### config.mk
export PLATFORM = sky130hd
export DESIGN_NAME = pwm8_timer
export DESIGN_NICKNAME = d
export VERILOG_FILES = /design/src/rtl/pwm8_pkg.sv /design/src/rtl/pwm8_regs.sv /design/src/rtl/pwm8_tickgen.sv /design/src/rtl/pwm8_counter.sv /design/src/rtl/pwm8_channel.sv /design/src/rtl/pwm8_timer.sv
export SDC_FILE = /design/constraint.sdc
export NUM_CORES = 1
export LEC_CHECK = 0
export BUFFER_PORTS_ARGS = -buffer_cell sky130_fd_sc_hd__buf_2
export CAP_MARGIN = 20
export CORE_ASPECT_RATIO = 2
export CORE_MARGIN = 2
export CORE_UTILIZATION = 63
export CTS_CLUSTER_SIZE = 40
export DETAILED_ROUTE_END_ITERATION = 10
export GPL_TIMING_DRIVEN = 0
export PLACE_DENSITY_LB_ADDON = 0.15
export SYNTH_ARGS = -nofsm -noshare
export SYNTH_HDL_FRONTEND = slang
export SYNTH_SLANG_ARGS = --single-unit
### constraint.sdc
create_clock -name clk -period 3.18 [get_ports clk]
set_clock_uncertainty 0.15 [all_clocks]
set_input_delay 0.318 -clock clk [delete_from_list [all_inputs] [get_ports clk]]
set_output_delay 0.318 -clock clk [all_outputs]
set_load 0.01 [all_outputs]
### src/rtl/pwm8_pkg.sv
// Shared constants and types for the eight-channel PWM timer.
// Assumes word addressing on a narrow register port.
package pwm8_pkg;
    localparam int PS_W         = 3;
    localparam int SEL_W        = 2;
    localparam int CTRL_PS_LSB  = 0;
    localparam int CTRL_SEL_LSB = 3;
    localparam int CTRL_EN_LSB  = 16;

    localparam int A_CTRL  = 0;
    localparam int A_COUNT = 1;
    localparam int A_MOD   = 2;
    localparam int A_START = 3;
    localparam int A_INIT  = 4;
    localparam int A_MASK  = 5;
    localparam int A_POL   = 6;
    localparam int A_PROT  = 7;
    localparam int A_CMP0  = 8;

    typedef enum logic [SEL_W-1:0] {
        SRC_OFF = 2'd0,
        SRC_SYS = 2'd1,
        SRC_FIX = 2'd2,
        SRC_EXT = 2'd3
    } src_e;
endpackage

### src/rtl/pwm8_regs.sv
// Register file: configuration storage, write lock and read mux.
// Assumes one access per cycle; reads are combinational on addr.
module pwm8_regs
    import pwm8_pkg::*;
#(
    parameter int NUM_CH = 8,
    parameter int CNT_W  = 16,
    parameter int ADDR_W = 4,
    parameter int DATA_W = 24
) (
    input  logic                          clk,
    input  logic                          rst_n,
    input  logic [ADDR_W-1:0]             addr,
    input  logic [DATA_W-1:0]             wdata,
    input  logic                          we,
    input  logic [CNT_W-1:0]              count,
    output src_e                          src_sel,
    output logic [PS_W-1:0]               prescale,
    output logic [CNT_W-1:0]              modulo,
    output logic [CNT_W-1:0]              start,
    output logic [NUM_CH-1:0]             init_lvl,
    output logic [NUM_CH-1:0]             mask,
    output logic [NUM_CH-1:0]             pol,
    output logic [NUM_CH-1:0]             ch_en,
    output logic                          lock,
    output logic [NUM_CH-1:0][CNT_W-1:0]  cmp_buf,
    output logic [DATA_W-1:0]             rdata
);
    localparam logic [ADDR_W-1:0] AD_CTRL  = ADDR_W'(A_CTRL);
    localparam logic [ADDR_W-1:0] AD_COUNT = ADDR_W'(A_COUNT);
    localparam logic [ADDR_W-1:0] AD_MOD   = ADDR_W'(A_MOD);
    localparam logic [ADDR_W-1:0] AD_START = ADDR_W'(A_START);
    localparam logic [ADDR_W-1:0] AD_INIT  = ADDR_W'(A_INIT);
    localparam logic [ADDR_W-1:0] AD_MASK  = ADDR_W'(A_MASK);
    localparam logic [ADDR_W-1:0] AD_POL   = ADDR_W'(A_POL);
    localparam logic [ADDR_W-1:0] AD_PROT  = ADDR_W'(A_PROT);

    // Register writes, with the lock guarding source, prescale and modulo.
    always_ff @(posedge clk) begin
        if (!rst_n) begin
            src_sel  <= SRC_OFF;
            prescale <= '0;
            modulo   <= '1;
            start    <= '0;
            init_lvl <= '0;
            mask     <= '1;
            pol      <= '0;
            ch_en    <= '0;
            lock     <= 1'b0;
            cmp_buf  <= '0;
        end else if (we) begin
            case (addr)
                AD_CTRL: begin
                    ch_en <= wdata[CTRL_EN_LSB +: NUM_CH];
                    if (!lock) begin
                        src_sel  <= src_e'(wdata[CTRL_SEL_LSB +: SEL_W]);
                        prescale <= wdata[CTRL_PS_LSB +: PS_W];
                    end
                end
                AD_MOD:   if (!lock) modulo <= wdata[CNT_W-1:0];
                AD_START: start    <= wdata[CNT_W-1:0];
                AD_INIT:  init_lvl <= wdata[NUM_CH-1:0];
                AD_MASK:  mask     <= wdata[NUM_CH-1:0];
                AD_POL:   pol      <= wdata[NUM_CH-1:0];
                AD_PROT: begin
                    if (wdata[0])      lock <= 1'b1;
                    else if (wdata[1]) lock <= 1'b0;
                end
                default: ;
            endcase
            for (int i = 0; i < NUM_CH; i++) begin
                if (addr == ADDR_W'(A_CMP0 + i)) cmp_buf[i] <= wdata[CNT_W-1:0];
            end
        end
    end

    // Read mux for the addressed register.
    always_comb begin
        rdata = '0;
        case (addr)
            AD_CTRL: begin
                rdata[CTRL_EN_LSB +: NUM_CH] = ch_en;
                rdata[CTRL_SEL_LSB +: SEL_W] = src_sel;
                rdata[CTRL_PS_LSB +: PS_W]   = prescale;
            end
            AD_COUNT: rdata[CNT_W-1:0]  = count;
            AD_MOD:   rdata[CNT_W-1:0]  = modulo;
            AD_START: rdata[CNT_W-1:0]  = start;
            AD_INIT:  rdata[NUM_CH-1:0] = init_lvl;
            AD_MASK:  rdata[NUM_CH-1:0] = mask;
            AD_POL:   rdata[NUM_CH-1:0] = pol;
            AD_PROT:  rdata[0]          = lock;
            default: ;
        endcase
        for (int i = 0; i < NUM_CH; i++) begin
            if (addr == ADDR_W'(A_CMP0 + i)) rdata[CNT_W-1:0] = cmp_buf[i];
        end
    end
endmodule

### src/rtl/pwm8_tickgen.sv
// Count-enable generator: source select, external clock synchroniser,
// edge detector and power-of-two prescaler, all on the system clock.
// Assumes fix_tick is already synchronous to clk.
module pwm8_tickgen
    import pwm8_pkg::*;
#(
    parameter int SYNC_STAGES = 2
) (
    input  logic            clk,
    input  logic            rst_n,
    input  src_e            src_sel,
    input  logic [PS_W-1:0] prescale,
    input  logic            fix_tick,
    input  logic            ext_clk,
    output logic            tick,
    output logic            running
);
    localparam int DIV_W = (1 << PS_W) - 1;

    logic [SYNC_STAGES:0] ext_sync;
    logic                 ext_rise;
    logic                 src_pulse;
    logic [DIV_W-1:0]     div_cnt;
    logic [DIV_W-1:0]     div_mask;

    // Synchroniser plus one extra stage for rising-edge detection.
    always_ff @(posedge clk) begin
        if (!rst_n) ext_sync <= '0;
        else        ext_sync <= {ext_sync[SYNC_STAGES-1:0], ext_clk};
    end

    assign ext_rise = ext_sync[SYNC_STAGES-1] & ~ext_sync[SYNC_STAGES];
    assign running  = (src_sel != SRC_OFF);

    // Pick the raw pulse of the selected source.
    always_comb begin
        case (src_sel)
            SRC_SYS: src_pulse = 1'b1;
            SRC_FIX: src_pulse = fix_tick;
            SRC_EXT: src_pulse = ext_rise;
            default: src_pulse = 1'b0;
        endcase
    end

    // Terminal value of the prescaler: 2^prescale - 1.
    always_comb begin
        for (int i = 0; i < DIV_W; i++) div_mask[i] = (i < int'(prescale));
    end

    assign tick = running & src_pulse & (div_cnt >= div_mask);

    // Prescaler: count source pulses, clear on tick or while stopped.
    always_ff @(posedge clk) begin
        if (!rst_n || !running) div_cnt <= '0;
        else if (src_pulse)     div_cnt <= tick ? '0 : div_cnt + 1'b1;
    end
endmodule

### src/rtl/pwm8_counter.sv
// Shared period counter: advances on tick, reloads start after modulo.
// Assumes software keeps start at or below modulo.
module pwm8_counter #(
    parameter int CNT_W = 16
) (
    input  logic             clk,
    input  logic             rst_n,
    input  logic             tick,
    input  logic [CNT_W-1:0] modulo,
    input  logic [CNT_W-1:0] start,
    output logic [CNT_W-1:0] count,
    output logic             wrap
);
    assign wrap = tick & (count == modulo);

    // Advance or reload the counter on each tick.
    always_ff @(posedge clk) begin
        if (!rst_n)    count <= '0;
        else if (wrap) count <= start;
        else if (tick) count <= count + 1'b1;
    end
endmodule

### src/rtl/pwm8_channel.sv
// One output channel: shadowed compare, edge-aligned compare, polarity
// and masking. Assumes the buffered compare comes from the register file.
module pwm8_channel #(
    parameter int CNT_W = 16
) (
    input  logic             clk,
    input  logic             rst_n,
    input  logic             running,
    input  logic             wrap,
    input  logic [CNT_W-1:0] cmp_next,
    input  logic             pol,
    input  logic             masked,
    input  logic             init_lvl,
    input  logic [CNT_W-1:0] count,
    output logic             out,
    output logic [CNT_W-1:0] cmp_act
);
    // Load the active compare at reload, or at once while stopped.
    always_ff @(posedge clk) begin
        if (!rst_n)                cmp_act <= '0;
        else if (!running || wrap) cmp_act <= cmp_next;
    end

    assign out = masked ? init_lvl : ((count < cmp_act) ^ pol);
endmodule

### src/rtl/pwm8_timer.sv
// Top level: eight PWM channels sharing one counter and one register port.
// Assumes a single system clock and synchronous active-low reset.
module pwm8_timer
    import pwm8_pkg::*;
#(
    parameter int NUM_CH    = 8,
    parameter int CNT_W     = 16,
    parameter int ADDR_W    = 4,
    parameter int DATA_W    = 24,
    parameter int HAS_CH_EN = 1
) (
    input  logic              clk,
    input  logic              rst_n,
    input  logic              fix_tick,
    input  logic              ext_clk,
    input  logic [ADDR_W-1:0] reg_addr,
    input  logic [DATA_W-1:0] reg_wdata,
    input  logic              reg_we,
    output logic [DATA_W-1:0] reg_rdata,
    output logic [NUM_CH-1:0] pwm_out
);
    src_e                         src_sel;
    logic [PS_W-1:0]              prescale;
    logic [CNT_W-1:0]             modulo;
    logic [CNT_W-1:0]             start;
    logic [CNT_W-1:0]             count;
    logic [NUM_CH-1:0]            init_lvl;
    logic [NUM_CH-1:0]            mask;
    logic [NUM_CH-1:0]            pol;
    logic [NUM_CH-1:0]            ch_en;
    logic [NUM_CH-1:0]            en_eff;
    logic [NUM_CH-1:0]            mask_eff;
    logic                         lock;
    logic                         tick;
    logic                         running;
    logic                         wrap;
    logic [NUM_CH-1:0][CNT_W-1:0] cmp_buf;
    logic [NUM_CH-1:0][CNT_W-1:0] cmp_act;

    pwm8_regs #(.NUM_CH(NUM_CH), .CNT_W(CNT_W), .ADDR_W(ADDR_W), .DATA_W(DATA_W)) u_regs (
        .clk(clk), .rst_n(rst_n), .addr(reg_addr), .wdata(reg_wdata), .we(reg_we),
        .count(count), .src_sel(src_sel), .prescale(prescale), .modulo(modulo),
        .start(start), .init_lvl(init_lvl), .mask(mask), .pol(pol), .ch_en(ch_en),
        .lock(lock), .cmp_buf(cmp_buf), .rdata(reg_rdata)
    );

    pwm8_tickgen u_tick (
        .clk(clk), .rst_n(rst_n), .src_sel(src_sel), .prescale(prescale),
        .fix_tick(fix_tick), .ext_clk(ext_clk), .tick(tick), .running(running)
    );

    pwm8_counter #(.CNT_W(CNT_W)) u_cnt (
        .clk(clk), .rst_n(rst_n), .tick(tick), .modulo(modulo), .start(start),
        .count(count), .wrap(wrap)
    );

    // Per-channel enables exist only in the variant that has them.
    if (HAS_CH_EN != 0) begin : g_en
        assign en_eff = ch_en;
    end else begin : g_no_en
        assign en_eff = '1;
    end

    assign mask_eff = mask | ~en_eff;

    for (genvar i = 0; i < NUM_CH; i++) begin : g_ch
        pwm8_channel #(.CNT_W(CNT_W)) u_ch (
            .clk(clk), .rst_n(rst_n), .running(running), .wrap(wrap),
            .cmp_next(cmp_buf[i]), .pol(pol[i]), .masked(mask_eff[i]),
            .init_lvl(init_lvl[i]), .count(count), .out(pwm_out[i]),
            .cmp_act(cmp_act[i])
        );
    end
endmodule

==> results.sh <==
export IMPL_internal_power_mw=7.16
export IMPL_dr_total_vias=19900
export IMPL_grt_pass1_wl_microns=130000
export IMPL_fin_ws_ns=-0.761
export IMPL_wire_per_inst_microns=31.3
export IMPL_cp_max_fo=15
export IMPL_drive_gt1_frac=0.135
export IMPL_gp_congestion=1.10
export IMPL_dp_hpwl_microns=62300
export IMPL_clkLatencyLatePin_ns=0.55
export IMPL_grt_max_degree=17
export IMPL_synth_area_sq_um=18500
export IMPL_ant_nets=0
export IMPL_hold_viol=1
export IMPL_synth_edff_count=0
export IMPL_final_cells=2805
export IMPL_drt_iter0_drc=2789
export IMPL_p_leak_nw=7.89
export IMPL_crit_buf_inv=2
export IMPL_p_comb_frac=0.098
export IMPL_wl_microns=87700
export IMPL_sequentialPowerShare=0.459
export IMPL_grt_use_total=0.569
export IMPL_synthDistinctLibCells=68
export IMPL_initial_utilization=0.640
export IMPL_fp_dieH_microns=246
export IMPL_final_cell_mix="nand2_1, dfxtp_1, a21oi_1"
export IMPL_synthCells=2291
export IMPL_mostFrequentLayoutCell="nand2_1"
export IMPL_synthAdderAreaFrac=0.0874
export IMPL_relSlewSlack=0.112
export IMPL_hp_class="in -> reg"
export IMPL_yosys_area_share_simple=0.197
export IMPL_fmax_mhz=254
export IMPL_whs_ns=-0.000269
export IMPL_arrival_ns=3.47
export IMPL_dpl_cell_area_sq_um=19300
export IMPL_power_density_nw_per_um2=459
export IMPL_p_switching_mw=2.67
export IMPL_critPathTopFamily="compound AO/OA/AOI/OAI gates"
export IMPL_fin_area_sq_um=21400
export IMPL_cts_tree="yes"
export IMPL_fin_crit_ns=3.94
export IMPL_p_clk_frac=0.444
export IMPL_fp_row_count=88
export IMPL_critPathRequiredTime_ns=2.71
export IMPL_rsz0062_at_grt="yes"
export IMPL_core_area_sq_um=28800
export IMPL_h_tree_depth=2
export IMPL_clockBufferDepth=3
export IMPL_multiInputGateArea_sq_um=10600
export IMPL_area_growth_pct=16.0
export IMPL_worst_pin_slew_ns=1.33
export IMPL_die_w_microns=125
export IMPL_antenna_found_initial=5
export IMPL_violations="negative hold slack, negative setup slack"
export IMPL_p_sw_frac=0.271
export IMPL_finalMaxSlewViolations=0
export IMPL_slowest_delay_ns=0.86
export IMPL_ios=65
export IMPL_cts_buffers_inserted=34
export IMPL_synth_top_family_by_area="compound AO/OA/AOI/OAI gates"
export IMPL_period_share=1.24
export IMPL_end_kind="output port"
export IMPL_async_flop_share=0
export IMPL_dieArea_sq_um=30800
export IMPL_critical_path_startpoint_type="flip-flop"
export IMPL_tritoncts_num_sinks=352
export IMPL_avgSynthCellArea_sq_um=8.06
export IMPL_dr_pass1_iters=8
export IMPL_ys_seq_area_frac=0.381
export IMPL_nets=2580
export IMPL_crit_path_frequent_cell="buf_6"
export IMPL_synth_xor_area_frac=0.0138
export IMPL_grt_pass1_vias=19900
export IMPL_setup_viol=13
export IMPL_synthMuxAreaShare=0.0400
export IMPL_root_buffer="clkbuf_16"
export IMPL_avgViaCountPerCell=7.08
export IMPL_drc=0
export IMPL_crit_slowest_cell="a2111oi_4"
export IMPL_clk_pin_slew_ns=0.07
export IMPL_dp_slack_ns=-1.23
export IMPL_synthesis_nets=2453
export IMPL_overflow=0
export IMPL_synth_compound_area_frac=0.207
export IMPL_numPortBuffers=55
export IMPL_path_class="reg -> out"
export IMPL_area_sequential_sq_um=7100
export IMPL_max_cap_viol_count=0
export IMPL_worstPathCellList="ha_1 -> o2111ai_1 -> o21ai_2 -> a2111oi_4 -> xnor2_2 -> o21ai_4 -> buf_6 -> buf_6"
export IMPL_synth_main_ff_cell="dfxtp_1"
export IMPL_vdd_drop_max_v=0.000478
export IMPL_status="complete, but fails checks"
export IMPL_final_fill_count=2079
export IMPL_synth_seq_cells=352
export IMPL_placed_cells=2712
export IMPL_yosys_warnings=0
-- through the flow --
stage / utilization / TNS, ns / total power [mW]
floorplan: - / 0 / 5.04
global placement: 0.665 / -11.04 / 5.40
detailed placement: 0.668 / -10.25 / 5.42
finish: 0.743 / -4.04 / 9.83
global route: 0.743 / -4.03 / 9.92
CTS: 0.735 / -3.32 / 9.66
-- state kept, by name, indices dropped and copies added (netlist names) --
signal,count
u_regs.lock,1
u_regs.cmp_buf,128
u_tick.div_cnt,7
u_tick.ext_sync,3
u_regs.mask,8
u_regs.modulo,16
u_regs.ch_en,8
u_cnt.count,16
u_regs.start,16
g_ch.u_ch.cmp_act,128
u_regs.pol,8
u_regs.init_lvl,8
u_regs.prescale,3
u_regs.src_sel,2
-- worst reg2reg max path: cells and delay by family, from the launching register on --
| kind | cells | cell delay (ns) |
|---|---|---|
| buf+inv | 5 | 1.10 |
| simple gates | 3 | 0.74 |
| compound gates | 2 | 0.48 |
| flops | 1 | 0.41 |
| xor+xnor | 1 | 0.16 |
-- layout make-up --
cell class,instances,share of cell area
Tap cell,360,0.0210
Multi-Input combinational cell,1623,0.494
Buffer,174,0.0403
Antenna cell,2,0.000234
Clock buffer,44,0.0457
Inverter,137,0.0240
Timing Repair Buffer,96,0.0343
Sequential cell,352,0.331
Clock inverter,17,0.00934
-- power by group through the flow --
stage               combinational [mW]  clock [mW]  sequential [mW]
global placement                 0.793           0             4.61
finish                           0.960        4.36             4.51
floorplan                        0.462           0             4.58
global route                     0.980        4.44             4.50
CTS                              0.864        4.29             4.50
detailed placement               0.815           0             4.61
-- routing by layer --
metal	wire length, microns	share of wire	GRT usage	vias to the layer above
met2	37400	0.43	0.862	1617
li1	-	-	-	8318
met3	10800	0.12	0.208	843
met5	12	0.00014	0.00490	-
met4	13600	0.16	0.630	2
met1	25800	0.29	0.567	9078
-- synthesized netlist by cell type (all sizes together), types with 22 or more instances --
cell	instances	share of area
nand2	405	0.082
dfxtp	352	0.38
a21oi	231	0.063
nand3	189	0.051
inv	137	0.028
ha	129	0.087
o31ai	121	0.049
clkbuf	99	0.020
nor2	84	0.018
buf	80	0.026
o21ai	70	0.019
mux2i	48	0.026
a21o	33	0.013
xnor2	26	0.012
nand2b	25	0.0085
nand4	23	0.0078
nor2b	22	0.0075
-- final timing paths --
kind	startpoint	end	slack, ns	cells past startpoint
setup / recovery	u_cnt.count[2]$_SDFFE_PN0P_	pwm_out[1]	-0.76	8
hold / removal	reg_wdata[14]	u_regs.cmp_buf[94]$_SDFFE_PN0P_	-0.0003	3
setup reg to reg	u_cnt.count[5]$_SDFFE_PN0P_	g_ch[7].u_ch.cmp_act[5]$_SDFFE_PN0P_	0.02	11
hold reg to reg	u_tick.ext_sync[0]$_SDFF_PN0_	u_tick.ext_sync[1]$_SDFF_PN0_	0.30	1
-- timing repair --
item	4_1_cts	5_1_grt
hold buffers	14	0
pin swaps	31	23
resized for setup	106	38
setup buffers	14	6
endpoints found under the hold margin	25	0
endpoints found under the setup margin	62	22
-- kinds of logic (layout without fill, tap and decap cells) --
logic type | after synthesis | count (layout)
flops | 352 | 352
simple gates | 805 | 805
buf+inv | 316 | 468
compound gates | 594 | 594
fa+ha+maj | 129 | 129
mux | 66 | 66
xor+xnor | 29 | 29
other cells | 0 | 2
No activity file was read; power rests on OpenSTA's default activity.
